[config.mk]
export PLATFORM = sky130hd
export DESIGN_NAME = bcd_signed_addsub
export DESIGN_NICKNAME = d
export VERILOG_FILES = /design/src/rtl/bcd_signed_addsub.sv
export SDC_FILE = /design/constraint.sdc
export NUM_CORES = 1
export LEC_CHECK = 0
export BUFFER_PORTS_ARGS = -buffer_cell sky130_fd_sc_hd__buf_2
export CAP_MARGIN = 15
export CORE_ASPECT_RATIO = 0.9
export CORE_MARGIN = 8
export CORE_UTILIZATION = 55
export DETAILED_ROUTE_END_ITERATION = 8
export PLACE_DENSITY = 0.76
export SYNTH_ARGS = -nofsm -noshare
export SYNTH_HDL_FRONTEND = slang
export SYNTH_SLANG_ARGS = --single-unit
[constraint.sdc]
create_clock -name clk -period 0.8 [get_ports clk]
set_input_delay 0.08 -clock clk [delete_from_list [all_inputs] [get_ports clk]]
set_output_delay 0.08 -clock clk [all_outputs]
set_load 0.005 [all_outputs]
[src/rtl/bcd_signed_addsub.sv]
module bcd_signed_addsub #(
  parameter int DIGITS  = 4,
  parameter bit REG_OUT = 1'b1
) (
  input  logic                  clk,
  input  logic                  rst_n,
  input  logic [4*DIGITS-1:0]   a_mag,
  input  logic                  a_neg,
  input  logic [4*DIGITS-1:0]   b_mag,
  input  logic                  b_neg,
  input  logic                  sub,
  output logic [4*DIGITS-1:0]   res_mag,
  output logic                  res_neg,
  output logic                  ovf
);
  localparam int W  = 4*DIGITS;
  localparam int WX = 4*(DIGITS+1);

  function automatic logic [W-1:0] nines(input logic [W-1:0] v);
    logic [W-1:0] n;
    for (int i = 0; i < DIGITS; i++) n[4*i +: 4] = 4'd9 - v[4*i +: 4];
    return n;
  endfunction

  function automatic logic [4:0] dec_add(input logic [3:0] x, input logic [3:0] y, input logic ci);
    logic [4:0] raw;
    raw = {1'b0, x} + {1'b0, y} + {4'd0, ci};
    if (raw > 5'd9) return {1'b1, raw[3:0] - 4'd10};
    return raw;
  endfunction

  logic          b_eff;
  logic [WX-1:0] ax, bx, s1, s2;
  logic          c1;
  logic [3:0]    top;
  logic [W-1:0]  mag_d;
  logic          neg_raw, neg_d, ovf_d;

  assign b_eff = sub ^ b_neg;
  assign ax = {a_neg ? 4'd9 : 4'd0, a_neg ? nines(a_mag) : a_mag};
  assign bx = {b_eff ? 4'd9 : 4'd0, b_eff ? nines(b_mag) : b_mag};

  always_comb begin
    logic       c;
    logic [4:0] d;
    c = 1'b0;
    for (int i = 0; i <= DIGITS; i++) begin
      d = dec_add(ax[4*i +: 4], bx[4*i +: 4], c);
      s1[4*i +: 4] = d[3:0];
      c = d[4];
    end
    c1 = c;
    for (int i = 0; i <= DIGITS; i++) begin
      d = dec_add(s1[4*i +: 4], 4'd0, c);
      s2[4*i +: 4] = d[3:0];
      c = d[4];
    end
  end

  assign top     = s2[WX-1 -: 4];
  assign neg_raw = (top == 4'd9) || (top == 4'd8);
  assign ovf_d   = (top == 4'd1) || (top == 4'd8);
  assign mag_d   = neg_raw ? nines(s2[W-1:0]) : s2[W-1:0];
  assign neg_d   = neg_raw && !(mag_d == '0 && !ovf_d);

  generate
    if (REG_OUT) begin : g_reg
      always_ff @(posedge clk or negedge rst_n) begin
        if (!rst_n) begin
          res_mag <= '0;
          res_neg <= 1'b0;
          ovf     <= 1'b0;
        end else begin
          res_mag <= mag_d;
          res_neg <= neg_d;
          ovf     <= ovf_d;
        end
      end
    end else begin : g_comb
      assign res_mag = mag_d;
      assign res_neg = neg_d;
      assign ovf     = ovf_d;
    end
  endgenerate

  for (genvar g = 0; g < DIGITS; g++) begin : g_chk
    a_r1_digit_valid: assert property (@(posedge clk) disable iff (!rst_n)
      res_mag[4*g +: 4] <= 4'd9);
  end

  a_r6_mixed_no_ovf: assert property (@(posedge clk) disable iff (!rst_n)
    (a_neg != b_eff) |-> !ovf_d);

  a_r8_no_neg_zero: assert property (@(posedge clk) disable iff (!rst_n)
    (res_neg && !ovf) |-> (res_mag != '0));

  a_r8_self_cancel: assert property (@(posedge clk) disable iff (!rst_n)
    (sub && a_mag == b_mag && a_neg == b_neg) |-> (mag_d == '0 && !neg_d && !ovf_d));

  a_r3_zero_in: assert property (@(posedge clk) disable iff (!rst_n)
    (a_mag == '0 && b_mag == '0) |-> (mag_d == '0 && !neg_d && !ovf_d));

  a_r7_ovf_sign: assert property (@(posedge clk) disable iff (!rst_n)
    ovf_d |-> (neg_d == a_neg && a_neg == b_eff));
endmodule

==> results.sh, run 1 <==
export IMPL_die_height_microns=90.1
export IMPL_placementRows=27
export IMPL_cts_buffer_depth=2
export IMPL_netlist_instances=405
export IMPL_synth_area_top_cells="sky130_fd_sc_hd__ha_1 (18%), sky130_fd_sc_hd__dfrtp_1 (13%), sky130_fd_sc_hd__xnor2_1 (8.1%), sky130_fd_sc_hd__fa_1 (6.0%), sky130_fd_sc_hd__inv_1 (5.0%)"
export IMPL_synthesis_area_per_instance_sq_um=8.29
export IMPL_error_message="[ERROR DPL-0038] Utilization greater than 100%, impossible to legalize"
export IMPL_worst_ep_grt="res_neg$_DFF_PN0_/D"
export IMPL_die_w_microns=98.3
export IMPL_ys_flop_type="sky130_fd_sc_hd__dfrtp_1"
export IMPL_async_reset_ff_share_pct=100
export IMPL_root_buffer="sky130_fd_sc_hd__clkbuf_8"
export IMPL_pin_count=55
export IMPL_place_hpwl_mm=8.64
export IMPL_synth_most_common_cell="sky130_fd_sc_hd__ha_1"
export IMPL_clock_tree_htree_level_count=1
export IMPL_tritoncts_num_buffers=3
export IMPL_place_detailed_instances=666
export IMPL_netlist_top_cells_count="sky130_fd_sc_hd__ha_1 (47), sky130_fd_sc_hd__inv_1 (45), sky130_fd_sc_hd__nand2_1 (35)"
export IMPL_grt_max_degree=19
export IMPL_mappedNetlistArea_sq_mm=0.00336
export IMPL_worst_path_end_type="register data pin"
export IMPL_haltStage="global routing"
export IMPL_synth_seq_cells=18
export IMPL_floorplan_initialDensity_pct=55.8
export IMPL_gp_congestion=0.876
export IMPL_synth_enable_flop_cells=0
export IMPL_run_status="did not finish"
export IMPL_cts_sinks=18
export IMPL_yosysWarnings=0
export IMPL_numPortBuffers=54
export IMPL_mappedNetlistNets=499
export IMPL_synth_largest_area_cell="sky130_fd_sc_hd__ha_1"
export IMPL_yosysTopAreaCellShare_pct=17.5
export IMPL_synth_yosys_seq_area_share_pct=13.4
export IMPL_number_of_distinct_library_cells_after_synthesis=73
## timing repair
item	4_1_cts
pin swaps	43
hold endpoints to repair	18
setup endpoints to repair	36
gates resized for setup	51
setup buffers	31
hold buffers	1
gates cloned	1
## kinds of logic after synthesis
| group | Yosys count | share of synthesized area (%) |
|---|---|---|
| AO/OA/AOI/OAI | 96 | 21.1 |
| flip-flops | 18 | 13.4 |
| adder cells (fa/ha/maj) | 57 | 23.5 |
| AND/OR/NAND/NOR | 126 | 20.2 |
| buffers and inverters | 52 | 5.85 |
| XOR/XNOR | 48 | 13.4 |
| multiplexers | 8 | 2.50 |
## per-stage QoR
stage	cell area (sq um)	worst slack, ps	hold WS [ps]
4_1_cts	5680	-12140	298
3_3_place_gp	5130	-12460	17.2
2_1_floorplan	3760	-12720	-216
3_5_place_dp	5130	-12950	18.5
==> inputs of run 2 (changes only) <==
- CORE_ASPECT_RATIO: 0.9 -> default
- CORE_UTILIZATION: 55 -> 40
- PLACE_DENSITY: 0.76 -> default
- PLACE_DENSITY_LB_ADDON: default -> 0.15
==> run 2 against run 1 <==
The flow now finishes, with violations (negative setup slack). Synthesized cell count is the same. Area after synthesis is the same.
==> results.sh, run 2 <==
export IMPL_run_status="complete, but fails checks"
export IMPL_failed_checks="negative setup slack"
export IMPL_async_reset_ff_share_pct=100
export IMPL_netlist_top_cells_count="sky130_fd_sc_hd__ha_1 (47), sky130_fd_sc_hd__inv_1 (45), sky130_fd_sc_hd__nand2_1 (35)"
export IMPL_maxSlewViolCount=0
export IMPL_end_kind="flip-flop"
export IMPL_synth_largest_area_cell="sky130_fd_sc_hd__ha_1"
export IMPL_final_design_area_no_fill_sq_mm=0.00631
export IMPL_grt_max_degree=19
export IMPL_cts_sinks=18
export IMPL_top_family_by_delay_on_critical_path="adder cells"
export IMPL_place_detailed_instances=699
export IMPL_tritoncts_num_buffers=3
export IMPL_post_layout_nonfiller_instances=777
export IMPL_critical_path_startpoint_type="input port"
export IMPL_yosysWarnings=0
export IMPL_synth_area_top_cells="sky130_fd_sc_hd__ha_1 (18%), sky130_fd_sc_hd__dfrtp_1 (13%), sky130_fd_sc_hd__xnor2_1 (8.1%), sky130_fd_sc_hd__fa_1 (6.0%), sky130_fd_sc_hd__inv_1 (5.0%)"
export IMPL_mappedNetlistNets=499
export IMPL_wire_length_of_the_first_global_routing_pass_mm=21.1
export IMPL_layout_min_cycle_time_ps=12970
export IMPL_timing_final_crit_share_pct=1620
export IMPL_relative_area_change_from_synthesis_to_final_layout_pct=88.1
export IMPL_tritoncts="done"
export IMPL_tightestPinTransition_ps=449
export IMPL_synth_yosys_seq_area_share_pct=13.4
export IMPL_clock_tree_htree_level_count=1
export IMPL_synth_compound_gate_area_share_pct=21.1
export IMPL_antenna_cells_inserted=0
export IMPL_finalSetupViolCount=36
export IMPL_timing_slew_headroom_pct=69.3
export IMPL_critical_path_slowest_cell="sky130_fd_sc_hd__or4_1"
export IMPL_synth_adder_area_share_pct=23.5
export IMPL_die_outline_area_sq_mm=0.0116
export IMPL_final_cell_mix="sky130_fd_sc_hd__buf_4 (180), sky130_fd_sc_hd__buf_2 (52), sky130_fd_sc_hd__inv_1 (35), sky130_fd_sc_hd__buf_6 (33), sky130_fd_sc_hd__nand2_1 (31)"
export IMPL_antenna_violating_nets_post_route=0
export IMPL_pin_count=55
export IMPL_grt_usage_pct=22.2
export IMPL_worstPathRequired_ps=930
export IMPL_grt_antenna_before_repair=0
export IMPL_place_hpwl_mm=8.51
export IMPL_synthesis_area_per_instance_sq_um=8.29
export IMPL_registers_top_by_ff_count="res_mag"
export IMPL_routed_wl_mm=13.1
export IMPL_yosysTopAreaCellShare_pct=17.5
export IMPL_first_iter_violations=112
export IMPL_globalRoute_totalOverflow=0
export IMPL_largest_family_of_logic_cells_by_synthesized_area="adder cells"
export IMPL_max_cap_violations=0
export IMPL_critical_path_arrival_ps=13100
export IMPL_critical_path_buf_inv_count=5
export IMPL_xor_xnor_share_of_the_synthesized_area_pct=13.4
export IMPL_fin_nets=767
export IMPL_synth_enable_flop_cells=0
export IMPL_ys_flop_type="sky130_fd_sc_hd__dfrtp_1"
export IMPL_number_of_distinct_library_cells_after_synthesis=73
export IMPL_numPortBuffers=54
export IMPL_hold_viol_final=0
export IMPL_worst_min_delay_path_category="in -> async"
export IMPL_synth_mux_area_fraction_pct=2.50
export IMPL_detailed_place_area_sq_mm=0.00517
export IMPL_largest_reg_flops=16
export IMPL_timing_critical_path_slowest_cell_delay_ps=560
export IMPL_root_buffer="sky130_fd_sc_hd__clkbuf_8"
export IMPL_placementRows=33
export IMPL_via_count=4109
export IMPL_timing_critical_path_fanout_max=4
export IMPL_gp_congestion=0.843
export IMPL_mappedNetlistArea_sq_mm=0.00336
export IMPL_drt_pre_antenna_iters=5
export IMPL_crit_path_frequent_cell="sky130_fd_sc_hd__ha_4"
export IMPL_routed_wire_length_per_instance_microns=16.8
export IMPL_synth_seq_cells=18
export IMPL_drt_drc_violations_left=0
export IMPL_timing_fmax_mhz=77.1
export IMPL_post_synth_and_or_nand_nor_area_fraction_pct=20.2
export IMPL_reg_top3="res_mag: 16 flops, ovf: 1 flops, res_neg: 1 flops"
export IMPL_cts_buffer_depth=2
export IMPL_criticalPathCategory="in -> reg"
export IMPL_clk_pin_slew_worst_paths_ps=80
export IMPL_netlist_instances=405
export IMPL_first_global_vias=4491
export IMPL_layout_setup_ws_ps=-12170
export IMPL_most_frequent_standard_cell_in_the_layout_excluding_fill_and_tap_cells="sky130_fd_sc_hd__buf_4"
export IMPL_placeableCoreArea_sq_mm=0.00818
export IMPL_synth_most_common_cell="sky130_fd_sc_hd__ha_1"
export IMPL_post_route_cells_drive_above_1_share_pct=59.1
export IMPL_floorplan_initialDensity_pct=41.0
export IMPL_viasPerCell=5.29
export IMPL_die_height_microns=108
export IMPL_die_w_microns=108
export IMPL_rsz_0062_raised_after_global_routing="true"
## run 2: per-stage QoR
| step | utilization, % | hold slack, ps | setup slack [ps] | setup TNS (ps) |
|---|---|---|---|---|
| CTS | 74.7 | 293 | -12040 | -200200 |
| global placement | 63.3 | 22.4 | -12550 | -202030 |
| floorplan | - | -216 | -12720 | -201900 |
| finish | 77.2 | 286 | -12170 | -201010 |
| global route | 77.2 | 321 | -12710 | -210620 |
| detailed placement | 63.3 | 33.3 | -12830 | -206360 |
## run 2: final timing paths
path                       cells past startpoint  startpoint         end  slack, ps
worst max-delay path                          68       b_neg     res_neg     -12170
worst min-delay path                           2       rst_n  res_mag[7]        290
max in group asynchronous                      2       rst_n  res_mag[9]        210
min in group clk                               6    a_mag[0]  res_mag[0]        670
## run 2: per-layer routing
metal  up-vias  part of all wire (%)  GRT usage (%)
li1       1976                     -              -
met1      1972                    40           23.8
met2       113                    52           41.3
met3        48                   3.6           2.87
met4         0                   4.3           11.4
met5         -                     0              0
## run 2: cell type report
| class | instances | area [sq um] |
|---|---|---|
| repair buffers | 269 | 2040 |
| multi-input cells | 335 | 3460 |
| fillers | 544 | 1860 |
| inverters | 46 | 180 |
| clock buffers | 4 | 55.1 |
| flip-flops and latches | 18 | 450 |
| well taps | 105 | 131 |
## run 2: cell families after synthesis
logic type | count (synthesis)
DFF | 18
buffers and inverters | 52
adders and majority gates | 57
xor gates and xnor gates | 48
and+or+nand+nor | 126
AOI/OAI and AO/OA | 96
muxes | 8
## run 2: what timing repair did
action | CTS | global route
pin swaps | 45 | 28
hold endpoints to repair | 18 | 0
gates resized for setup | 70 | 42
setup buffers | 86 | 24
setup endpoints to repair | 36 | 36
hold buffers | 1 | 0
Power of run 2 is not shown: default switching activity piles up to over one toggle a cycle in this logic, so the estimate is an artifact.
